$ cat config.mk
export PLATFORM = sky130hd
export DESIGN_NAME = cfg_byte_loader
export DESIGN_NICKNAME = d
export VERILOG_FILES = /design/src/rtl/cfg_loader_pkg.sv /design/src/rtl/cfg_rst_sync.sv /design/src/rtl/cfg_level_sync.sv /design/src/rtl/cfg_field_check.sv /design/src/rtl/cfg_frame_mem.sv /design/src/rtl/cfg_byte_loader.sv
export SDC_FILE = /design/constraint.sdc
export NUM_CORES = 1
export LEC_CHECK = 0
export BUFFER_PORTS_ARGS = -buffer_cell sky130_fd_sc_hd__clkbuf_2
export CAP_MARGIN = 20
export CORE_MARGIN = 3
export CORE_UTILIZATION = 54
export CTS_CLUSTER_DIAMETER = 100
export DETAILED_ROUTE_END_ITERATION = 12
export MAX_ROUTING_LAYER = met4
export PLACE_DENSITY = 0.75
export SYNTH_ARGS = -nofsm -noshare
export SYNTH_HDL_FRONTEND = slang
export SYNTH_HIERARCHICAL = 1
export SYNTH_SLANG_ARGS = --single-unit
export TNS_END_PERCENT = 20
$ cat constraint.sdc
create_clock -name clk -period 1.5 [get_ports clk]
set_clock_uncertainty 0.2 [all_clocks]
set_input_delay 0.225 -clock clk [delete_from_list [all_inputs] [get_ports clk]]
set_output_delay 0.225 -clock clk [all_outputs]
set_load 0.03 [all_outputs]
$ cat src/rtl/cfg_loader_pkg.sv
package cfg_loader_pkg;

  localparam logic [2:0] MODE_BYTE_CHAIN = 3'b010;

  typedef enum logic [2:0] {
    ST_IDLE   = 3'd0,
    ST_ARM    = 3'd1,
    ST_LOAD   = 3'd2,
    ST_FULL   = 3'd3,
    ST_ACTIVE = 3'd4,
    ST_ERROR  = 3'd5
  } ld_state_e;

endpackage

$ cat src/rtl/cfg_rst_sync.sv
module cfg_rst_sync #(
  parameter int STAGES = 2
) (
  input  logic clk,
  input  logic rst_n,
  output logic rst_q_n
);

  logic [STAGES-1:0] chain_q;

  always_ff @(posedge clk or negedge rst_n) begin
    if (!rst_n) begin
      chain_q <= '0;
    end else begin
      chain_q <= {chain_q[STAGES-2:0], 1'b1};
    end
  end

  assign rst_q_n = chain_q[STAGES-1];

endmodule

$ cat src/rtl/cfg_level_sync.sv
module cfg_level_sync #(
  parameter int STAGES = 2
) (
  input  logic clk,
  input  logic rst_n,
  input  logic async_i,
  output logic sync_o
);

  logic [STAGES-1:0] stage_q;

  generate
    for (genvar s = 0; s < STAGES; s++) begin : g_stage
      if (s == 0) begin : g_first
        always_ff @(posedge clk or negedge rst_n) begin
          if (!rst_n) stage_q[s] <= 1'b0;
          else        stage_q[s] <= async_i;
        end
      end else begin : g_next
        always_ff @(posedge clk or negedge rst_n) begin
          if (!rst_n) stage_q[s] <= 1'b0;
          else        stage_q[s] <= stage_q[s-1];
        end
      end
    end
  endgenerate

  assign sync_o = stage_q[STAGES-1];

endmodule

$ cat src/rtl/cfg_field_check.sv
module cfg_field_check #(
  parameter logic [3:0] START_FIELD = 4'hA,
  parameter logic [3:0] STOP_FIELD  = 4'h5
) (
  input  logic [7:0] byte_i,
  input  logic       is_first_i,
  input  logic       is_last_i,
  output logic       ok_o
);

  logic start_ok;
  logic stop_ok;

  always_comb begin
    start_ok = (byte_i[7:4] == START_FIELD);
    stop_ok  = (byte_i[3:0] == STOP_FIELD);
    ok_o     = (!is_first_i || start_ok) && (!is_last_i || stop_ok);
  end

endmodule

$ cat src/rtl/cfg_frame_mem.sv
module cfg_frame_mem #(
  parameter int DEPTH  = 16,
  parameter int ADDR_W = 4
) (
  input  logic              clk,
  input  logic              wr_en_i,
  input  logic [ADDR_W-1:0] wr_addr_i,
  input  logic [7:0]        wr_data_i,
  input  logic [ADDR_W-1:0] rd_addr_i,
  output logic [7:0]        rd_data_o
);

  logic [7:0] mem_q [DEPTH];

  always_ff @(posedge clk) begin
    if (wr_en_i) begin
      mem_q[wr_addr_i] <= wr_data_i;
    end
  end

  assign rd_data_o = mem_q[rd_addr_i];

endmodule

$ cat src/rtl/cfg_byte_loader.sv
module cfg_byte_loader
  import cfg_loader_pkg::*;
#(
  parameter int         FRAME_BYTES = 4,
  parameter int         NUM_FRAMES  = 4,
  parameter int         SYNC_STAGES = 2,
  parameter logic [3:0] START_FIELD = 4'hA,
  parameter logic [3:0] STOP_FIELD  = 4'h5
) (
  input  logic                                        clk,
  input  logic                                        rst_n,
  input  logic [2:0]                                  mode_sel_i,
  input  logic                                        init_i,
  input  logic                                        osc_tick_i,
  input  logic                                        chain_sel_i,
  input  logic [7:0]                                  data_i,
  input  logic                                        done_line_i,
  input  logic [$clog2(FRAME_BYTES*NUM_FRAMES)-1:0]   cfg_rd_addr_i,
  output logic [7:0]                                  cfg_rd_data_o,
  output logic                                        chain_en_o,
  output logic                                        done_drive_o,
  output logic                                        init_drive_o,
  output logic                                        active_o
);

  localparam int DEPTH  = FRAME_BYTES * NUM_FRAMES;
  localparam int ADDR_W = $clog2(DEPTH);
  localparam int BIDX_W = (FRAME_BYTES > 1) ? $clog2(FRAME_BYTES) : 1;
  localparam logic [ADDR_W-1:0] LAST_ADDR = ADDR_W'(DEPTH - 1);
  localparam logic [BIDX_W-1:0] LAST_BIDX = BIDX_W'(FRAME_BYTES - 1);

  logic rst_q_n;
  logic done_sync;

  ld_state_e         state_q, state_d;
  logic              tick_seen_q, tick_seen_d;
  logic              primed_q, primed_d;
  logic [ADDR_W-1:0] wr_addr_q, wr_addr_d;
  logic [BIDX_W-1:0] bidx_q, bidx_d;

  logic field_ok;
  logic take_byte;
  logic wr_en;

  cfg_rst_sync #(.STAGES(2)) u_rst_sync (
    .clk     (clk),
    .rst_n   (rst_n),
    .rst_q_n (rst_q_n)
  );

  cfg_level_sync #(.STAGES(SYNC_STAGES)) u_done_sync (
    .clk     (clk),
    .rst_n   (rst_q_n),
    .async_i (done_line_i),
    .sync_o  (done_sync)
  );

  cfg_field_check #(
    .START_FIELD (START_FIELD),
    .STOP_FIELD  (STOP_FIELD)
  ) u_field_check (
    .byte_i     (data_i),
    .is_first_i (bidx_q == '0),
    .is_last_i  (bidx_q == LAST_BIDX),
    .ok_o       (field_ok)
  );

  cfg_frame_mem #(
    .DEPTH  (DEPTH),
    .ADDR_W (ADDR_W)
  ) u_frame_mem (
    .clk       (clk),
    .wr_en_i   (wr_en),
    .wr_addr_i (wr_addr_q),
    .wr_data_i (data_i),
    .rd_addr_i (cfg_rd_addr_i),
    .rd_data_o (cfg_rd_data_o)
  );

  // A byte is offered on a selected, already primed edge during loading.
  assign take_byte = (state_q == ST_LOAD) && chain_sel_i && primed_q;
  assign wr_en     = take_byte && field_ok;

  // Next-state logic
  always_comb begin
    state_d     = state_q;
    tick_seen_d = tick_seen_q;
    primed_d    = primed_q;
    wr_addr_d   = wr_addr_q;
    bidx_d      = bidx_q;

    unique case (state_q)
      ST_IDLE: begin
        if ((mode_sel_i == MODE_BYTE_CHAIN) && init_i) begin
          state_d     = ST_ARM;
          tick_seen_d = 1'b0;
        end
      end
      ST_ARM: begin
        if (!init_i) begin
          state_d = ST_IDLE;
        end else if (osc_tick_i) begin
          if (tick_seen_q) begin
            state_d   = ST_LOAD;
            primed_d  = 1'b0;
            wr_addr_d = '0;
            bidx_d    = '0;
          end else begin
            tick_seen_d = 1'b1;
          end
        end
      end
      ST_LOAD: begin
        if (chain_sel_i) begin
          if (!primed_q) begin
            primed_d = 1'b1;
          end else if (!field_ok) begin
            state_d = ST_ERROR;
          end else begin
            bidx_d    = (bidx_q == LAST_BIDX) ? '0 : bidx_q + 1'b1;
            wr_addr_d = wr_addr_q + 1'b1;
            if (wr_addr_q == LAST_ADDR) begin
              state_d   = ST_FULL;
              wr_addr_d = wr_addr_q;
            end
          end
        end
      end
      ST_FULL: begin
        if (done_sync) begin
          state_d = ST_ACTIVE;
        end
      end
      ST_ACTIVE: state_d = ST_ACTIVE;
      ST_ERROR:  state_d = ST_ERROR;
      default:   state_d = ST_IDLE;
    endcase
  end

  // State registers
  always_ff @(posedge clk or negedge rst_q_n) begin
    if (!rst_q_n) begin
      state_q     <= ST_IDLE;
      tick_seen_q <= 1'b0;
      primed_q    <= 1'b0;
      wr_addr_q   <= '0;
      bidx_q      <= '0;
    end else begin
      state_q     <= state_d;
      tick_seen_q <= tick_seen_d;
      primed_q    <= primed_d;
      wr_addr_q   <= wr_addr_d;
      bidx_q      <= bidx_d;
    end
  end

  // Outputs decoded from registered state only
  always_comb begin
    chain_en_o   = !((state_q == ST_LOAD) || (state_q == ST_ERROR));
    done_drive_o = !((state_q == ST_FULL) || (state_q == ST_ACTIVE));
    init_drive_o = (state_q == ST_ERROR);
    active_o     = (state_q == ST_ACTIVE);
  end

endmodule

# ---- Word-level counts from Yosys, hierarchy flattened
# Memories as Yosys holds them, arrays and structs flattened.
# Cells that the tools add are included.
dict set report classes {
  n_mux 37
  addsub 2
  n_reduce_logical 22
  eq_ne 22
}
# cell n
set op_table {}
lappend op_table {{$mux W4} 7}
lappend op_table {{$mux W3} 9}
lappend op_table {{$pmux W3 S6} 1}
lappend op_table {{$ne A2 B2 Y1 const B} 8}
lappend op_table {{$mux W2} 7}
lappend op_table {{$reduce_and A7 Y1} 2}
lappend op_table {{$eq A3 B2 Y1 const B} 3}
lappend op_table {{$mux W1} 9}
lappend op_table {{$eq A4 B4 Y1 const B} 2}
lappend op_table {{$pmux W4 S2} 1}
lappend op_table {{$reduce_and A8 Y1} 1}
lappend op_table {{$eq A3 B3 Y1 const B} 2}
lappend op_table {{$ne A3 B3 Y1 const B} 2}
lappend op_table {{$logic_and A1 B1 Y1} 5}
lappend op_table {{$reduce_and A5 Y1} 1}
lappend op_table {{$add A4 B1 Y4 const B} 1}
lappend op_table {{$eq A4 B3 Y1 const B} 1}
lappend op_table {{$logic_not A1 Y1} 4}
lappend op_table {{$logic_or A1 B1 Y1} 4}
lappend op_table {{$pmux W1 S2} 2}
lappend op_table {{$pmux W2 S2} 1}
lappend op_table {{$reduce_and A4 Y1} 1}
lappend op_table {{$reduce_bool A2 Y1} 2}
lappend op_table {{$eq A3 B1 Y1 const B} 1}
lappend op_table {{other kinds (6)} 6}
dict set report word_totals {
  reg_bits 15
  in_bits 21
  output_inout_bits 12
  mem_count 1
  mem_bits_rw 128
}
# name depth width read_ports rd_clocked_by_memory_dff wr line
set memory_table {}
lappend memory_table {u_frame_mem.mem_q 16 8 1 0 1 cfg_frame_mem.sv:13} ;# logic [7:0] mem_q [DEPTH];

# ---- Logic depth before layout (Yosys ltp)
dict set report logic_depth {
  word_depth 8
  ltp_mapped 8
}

# ---- Cells and area by module
# Netlist, hierarchy kept.
# module cells_each area_per_inst_um2 n_inst
set by_module_without_submodules {}
lappend by_module_without_submodules {cfg_frame_mem 221 4987.3 1}
lappend by_module_without_submodules {cfg_byte_loader 83 730.7 1}
lappend by_module_without_submodules {cfg_rst_sync 3 53.8 1}
lappend by_module_without_submodules {cfg_level_sync 2 50.0 1}
lappend by_module_without_submodules {cfg_field_check 3 30.0 1}

# ---- Worst setup path before layout
# OpenSTA, ideal clock, no wires.
dict set report synth_path {
  path_kind {register to register}
  startpoint {register bidx_q[0]}
  endpoint {memory u_frame_mem.mem_q[0][0] (enable)}
  path_slack_ns -1.308
  stages_incl_launch_ff 7
  t_arrival_ns 2.224
  cell_sequence {dfrtp_1 -> ha_1 -> a22oi_1 -> nand3_1 -> nor2_1 -> or3b_2 -> nor3_1}
}
dict set report synth_between {
  elab_chain_len 7
  word_cells_on_any_way 10
}
# element line
set synth_rtl {}
lappend synth_rtl {{start, declared} cfg_byte_loader.sv:39} ;# logic [BIDX_W-1:0] bidx_q, bidx_d;
lappend synth_rtl {{start signal, assigned} cfg_byte_loader.sv:153} ;# bidx_q <= bidx_d;
lappend synth_rtl {{$eq A2 B2 Y1 / $logic_not A2 Y1 (equally long branches)} {cfg_byte_loader.sv:64, cfg_byte_loader.sv:63}}
lappend synth_rtl {{$logic_not A1 Y1} cfg_field_check.sv:17} ;# ok_o = (!is_first_i || start_ok) && (!is_last_i || stop_ok);
lappend synth_rtl {{$logic_or A1 B1 Y1} cfg_field_check.sv:17}
lappend synth_rtl {{$logic_and A1 B1 Y1 (*)} cfg_field_check.sv:17}
lappend synth_rtl {{named net field_ok} cfg_byte_loader.sv:41} ;# logic field_ok;
lappend synth_rtl {{$logic_and A1 B1 Y1 (*)} cfg_byte_loader.sv:82} ;# assign wr_en = take_byte && field_ok;
lappend synth_rtl {{named net wr_en} cfg_byte_loader.sv:43} ;# logic wr_en;
lappend synth_rtl {{$mux W1 (*)} cfg_frame_mem.sv:16} ;# if (wr_en_i) begin
lappend synth_rtl {{$mux W1 (not written as such) (*)} cfg_frame_mem.sv:17} ;# mem_q[wr_addr_i] <= wr_data_i;
lappend synth_rtl {{end, declared} cfg_frame_mem.sv:13}
# Mark *: on every way through the listed nets, which the timed path passes. The rest lies on a longest branch.

# ---- Worst setup path in the final report
dict set report layout_path {
  startpoint {memory u_frame_mem.mem_q[3][5]}
  endpoint {output port cfg_rd_data_o[5]}
}
dict set report layout_between {
  elab_chain_len 1
}
# element line
set layout_rtl {}
lappend layout_rtl {{$mem_v2 Z16 W8} n/a}
lappend layout_rtl {{end, declared} cfg_byte_loader.sv:19} ;# output logic [7:0] cfg_rd_data_o,
# Every way passes these cells.

==> impl_metrics.env <==
export IMPL_run_status="complete, but fails checks"
export IMPL_violations="setup timing"
export IMPL_worstReg2RegStart="bidx_q[0]$_DFFE_PN0P_"
export IMPL_drive_above_1_share_pct=47.81
export IMPL_tritoncts="done"
export IMPL_critical_path_peak_fanout=1
export IMPL_max_clock_path_buffers=2
export IMPL_synth_area_leaders="edfxtp_1 66%, mux4_2 6.9%, dfrtp_1 6.4%"
export IMPL_global_route_usage_total_pct=24.69
export IMPL_fin_setup_tns_ns=-102.65
export IMPL_final_cell_area_um2=7796
export IMPL_syn_inst=312
export IMPL_dr_total_vias=3462
export IMPL_reg2reg_setup_slack_ns=-0.82
export IMPL_drtAntennaViolNets=0
export IMPL_hold_slack_ns=0.02091
export IMPL_setup_violations_final=150
export IMPL_synth_cells_most_frequent="128 x edfxtp_1, 21 x nand2_1, 19 x nor2_1"
export IMPL_synth_largest_area_cell="edfxtp_1"
export IMPL_portBuffers=32
export IMPL_postSynth_topFlopCell="edfxtp_1"
export IMPL_timing_rr_end="u_frame_mem/mem_q[10][0]$_DFFE_PP_"
export IMPL_synth_seq_area_share_pct=72.10
export IMPL_first_drt_iteration_drcs=288
export IMPL_max_slew_violations=0
export IMPL_synth_warning_count=6
export IMPL_grt_start_max_net_pins=17
export IMPL_worst_setup_path_end_kind="output port"
export IMPL_die_area_um2=12120
export IMPL_placedInstanceArea_um2=6735
export IMPL_synth_most_common_cell="edfxtp_1"
export IMPL_finalWirelength_um=13650
export IMPL_detailedRoute_firstPassIterationCount=5
export IMPL_cellPowerDensity_nw_per_um2=1353
export IMPL_fp_row_count=37
export IMPL_clock_latency_ns=0.51
export IMPL_final_net_count=467
export IMPL_worst_tran_pin_value_ns=0.8403
export IMPL_antenna_cell_count=0
export IMPL_ir_worst_vdd_uv=993.4
export IMPL_synth_top_area_share_pct=65.68
export IMPL_initial_core_util_pct=56.18
export IMPL_floorplan_die_height_um=110.1
export IMPL_start_kind="flip-flop"
export IMPL_rsz0062_at_grt="true"
export IMPL_finish_utilization_pct=74.85
export IMPL_cts_buffers_inserted=17
export IMPL_io_pin_count=33
export IMPL_finalHoldViolations=0
export IMPL_drv_cap=0
export IMPL_worstPathCellList="mux4_2 -> a22oi_2 -> nand2_2 -> buf_8"
export IMPL_drc_violations=0
export IMPL_gp_congestion=0.9198
export IMPL_post_drt_via_cell_ratio=5.848
export IMPL_worst_hold_path_type="reg -> async"
export IMPL_period_minus_slack_ns=2.367
export IMPL_via_count_of_the_first_global_routing_pass=3597
export IMPL_postSynthNetCount=336
export IMPL_leakage_nw=2.798
export IMPL_slew_headroom_pct=43.86
export IMPL_chipWidth_um=110.1
export IMPL_worst_path_largest_cell_delay_ns=0.54
export IMPL_finalWorstSetupSlack_ns=-0.8670
export IMPL_n_fill_cell=579
export IMPL_worst_endpoint_arrival_ns=1.94
export IMPL_number_of_flops_mapped_to_enable_cells_by_yosys=128
export IMPL_post_synth_cell_area_avg_um2=18.76
export IMPL_total_power_mw=10.55
export IMPL_flow_area_growth_from_synthesis_pct=33.23
export IMPL_cts_sinks=143
export IMPL_synth_ff_latch_count=143
export IMPL_worst_setup_hold_path_clk_slew_ns=0.06
export IMPL_detail_route_wl_per_cell_um=23.05
export IMPL_htree_levels=4
export IMPL_r2r_cells=9
export IMPL_fmaxAchievable_mhz=422.5
export IMPL_core_area_um2=10420
export IMPL_multi_input_area_um2=1700
export IMPL_ys_types=43
export IMPL_postSynth_asyncResetShare_pct=10.49
export IMPL_clk_root_buffer_cell="clkbuf_8"
export IMPL_hpwlAfterDp_um=8769
export IMPL_grt_antenna_before_repair=0
export IMPL_tcrit_tclk_final_pct=157.8
export IMPL_timing_setup_critical_path_class="reg -> out"
export IMPL_critPathSlowestCell="mux4_2"
export IMPL_mappedNetlistArea_um2=5852
export IMPL_grt_pass1_wl_um=20290
export IMPL_sequential_cell_area_um2=4219
export IMPL_worst_ep_required_time_ns=1.07
export IMPL_grt_overflow_total=0
flip-flops by register name, indices dropped and copies added, names as in the netlist:
register             count
u_frame_mem/mem_q      128
state_q                  3
u_rst_sync/chain_q       2
bidx_q                   2
u_done_sync/stage_q      1
primed_q                 1
wr_addr_q                4
u_done_sync/sync_o       1
tick_seen_q              1
where the power goes:
part / internal (mW) / total [mW] / switching, mW
Combinational: 1.05 / 2.15 / 1.10
Clock: 2.23 / 3.87 / 1.63
Sequential: 4.45 / 4.54 / 0.0876
cell usage in the layout, fill, tap and decap left out, types with 7 or more instances in the layout:
| cell | instances |
|---|---|
| clkbuf_2 | 20 |
| buf_4 | 57 |
| dlygate4sd3_1 | 16 |
| edfxtp_1 | 128 |
| clkbuf_16 | 16 |
| nor2_4 | 8 |
| a22oi_2 | 10 |
| dfrtp_1 | 15 |
| mux4_2 | 30 |
| nor2_1 | 8 |
| buf_6 | 16 |
| a22oi_1 | 7 |
| nand2_1 | 19 |
| clkbuf_8 | 8 |
worst max-delay path, delay by kind of cell, from the launching register on:
family / cells / cell delay (ns)
muxes: 1 / 0.54
DFF: 1 / 0.44
AOI/OAI and AO/OA: 1 / 0.22
buffers and inverters: 1 / 0.14
and+or+nand+nor: 1 / 0.09
per-stage QoR:
step | worst slack, ns | std cells
after floorplan | -0.8068 | 312
after global placement | -0.8284 | 538
after detailed placement | -0.8478 | 538
after CTS | -0.8656 | 589
after global routing | -0.9098 | 592
final | -0.8670 | 592
layer usage:
metal / global-route usage (%) / vias to the layer above / share of wire [%]
met1: 29.62 / 1749 / 38
met3: 5.591 / 29 / 6.3
met4: 9.499 / 0 / 2.6
met5: - / - / 0
li1: - / 1526 / -
met2: 41.16 / 158 / 53
worst max path at each step:
| stage | slack (ns) | startpoint | depth (start not counted) | end |
|---|---|---|---|---|
| after floorplan | -0.81 | bidx_q[0]$_DFFE_PN0P_ | 6 | u_frame_mem/mem_q[0][0]$_DFFE_PP_ |
| after global placement | -0.83 | data_i[2] | 9 | u_frame_mem/mem_q[10][0]$_DFFE_PP_ |
| after detailed placement | -0.85 | data_i[2] | 9 | u_frame_mem/mem_q[10][0]$_DFFE_PP_ |
| after CTS | -0.87 | u_frame_mem/mem_q[2][7]$_DFFE_PP_ | 4 | cfg_rd_data_o[7] |
| after global routing | -0.91 | u_frame_mem/mem_q[2][7]$_DFFE_PP_ | 4 | cfg_rd_data_o[7] |
| final | -0.87 | u_frame_mem/mem_q[3][5]$_DFFE_PP_ | 4 | cfg_rd_data_o[5] |
layout make-up:
cell class,instances,share of cell area (%)
clock buffer,19,5.408
clock inverter,13,1.653
inverter,3,0.1444
multi-input combinational,152,21.81
sequential,143,54.12
tap,136,2.183
timing repair buffer,126,14.68
timing repair:
action | CTS | global route
hold buffers | 16 | 0
resized for setup | 82 | 21
hold endpoints to repair | 118 | 0
setup endpoints to repair | 151 | 151
buffers inserted | 3 | 3
cloned | 0 | 0
pin swaps | 30 | 4
kinds of logic (layout without fill, tap and decap cells):
| group | Yosys count | count (layout) | synth area share, % |
|---|---|---|---|
| and+or+nand+nor | 79 | 79 | 7.056 |
| adders and majority gates | 3 | 3 | 0.6415 |
| AOI/OAI and AO/OA | 35 | 35 | 4.469 |
| other | 1 | 1 | 0.06408 |
| buffers and inverters | 17 | 161 | 2.095 |
| muxes | 34 | 34 | 13.58 |
| DFF | 143 | 143 | 72.10 |
Power figures use the tool's default switching activity.
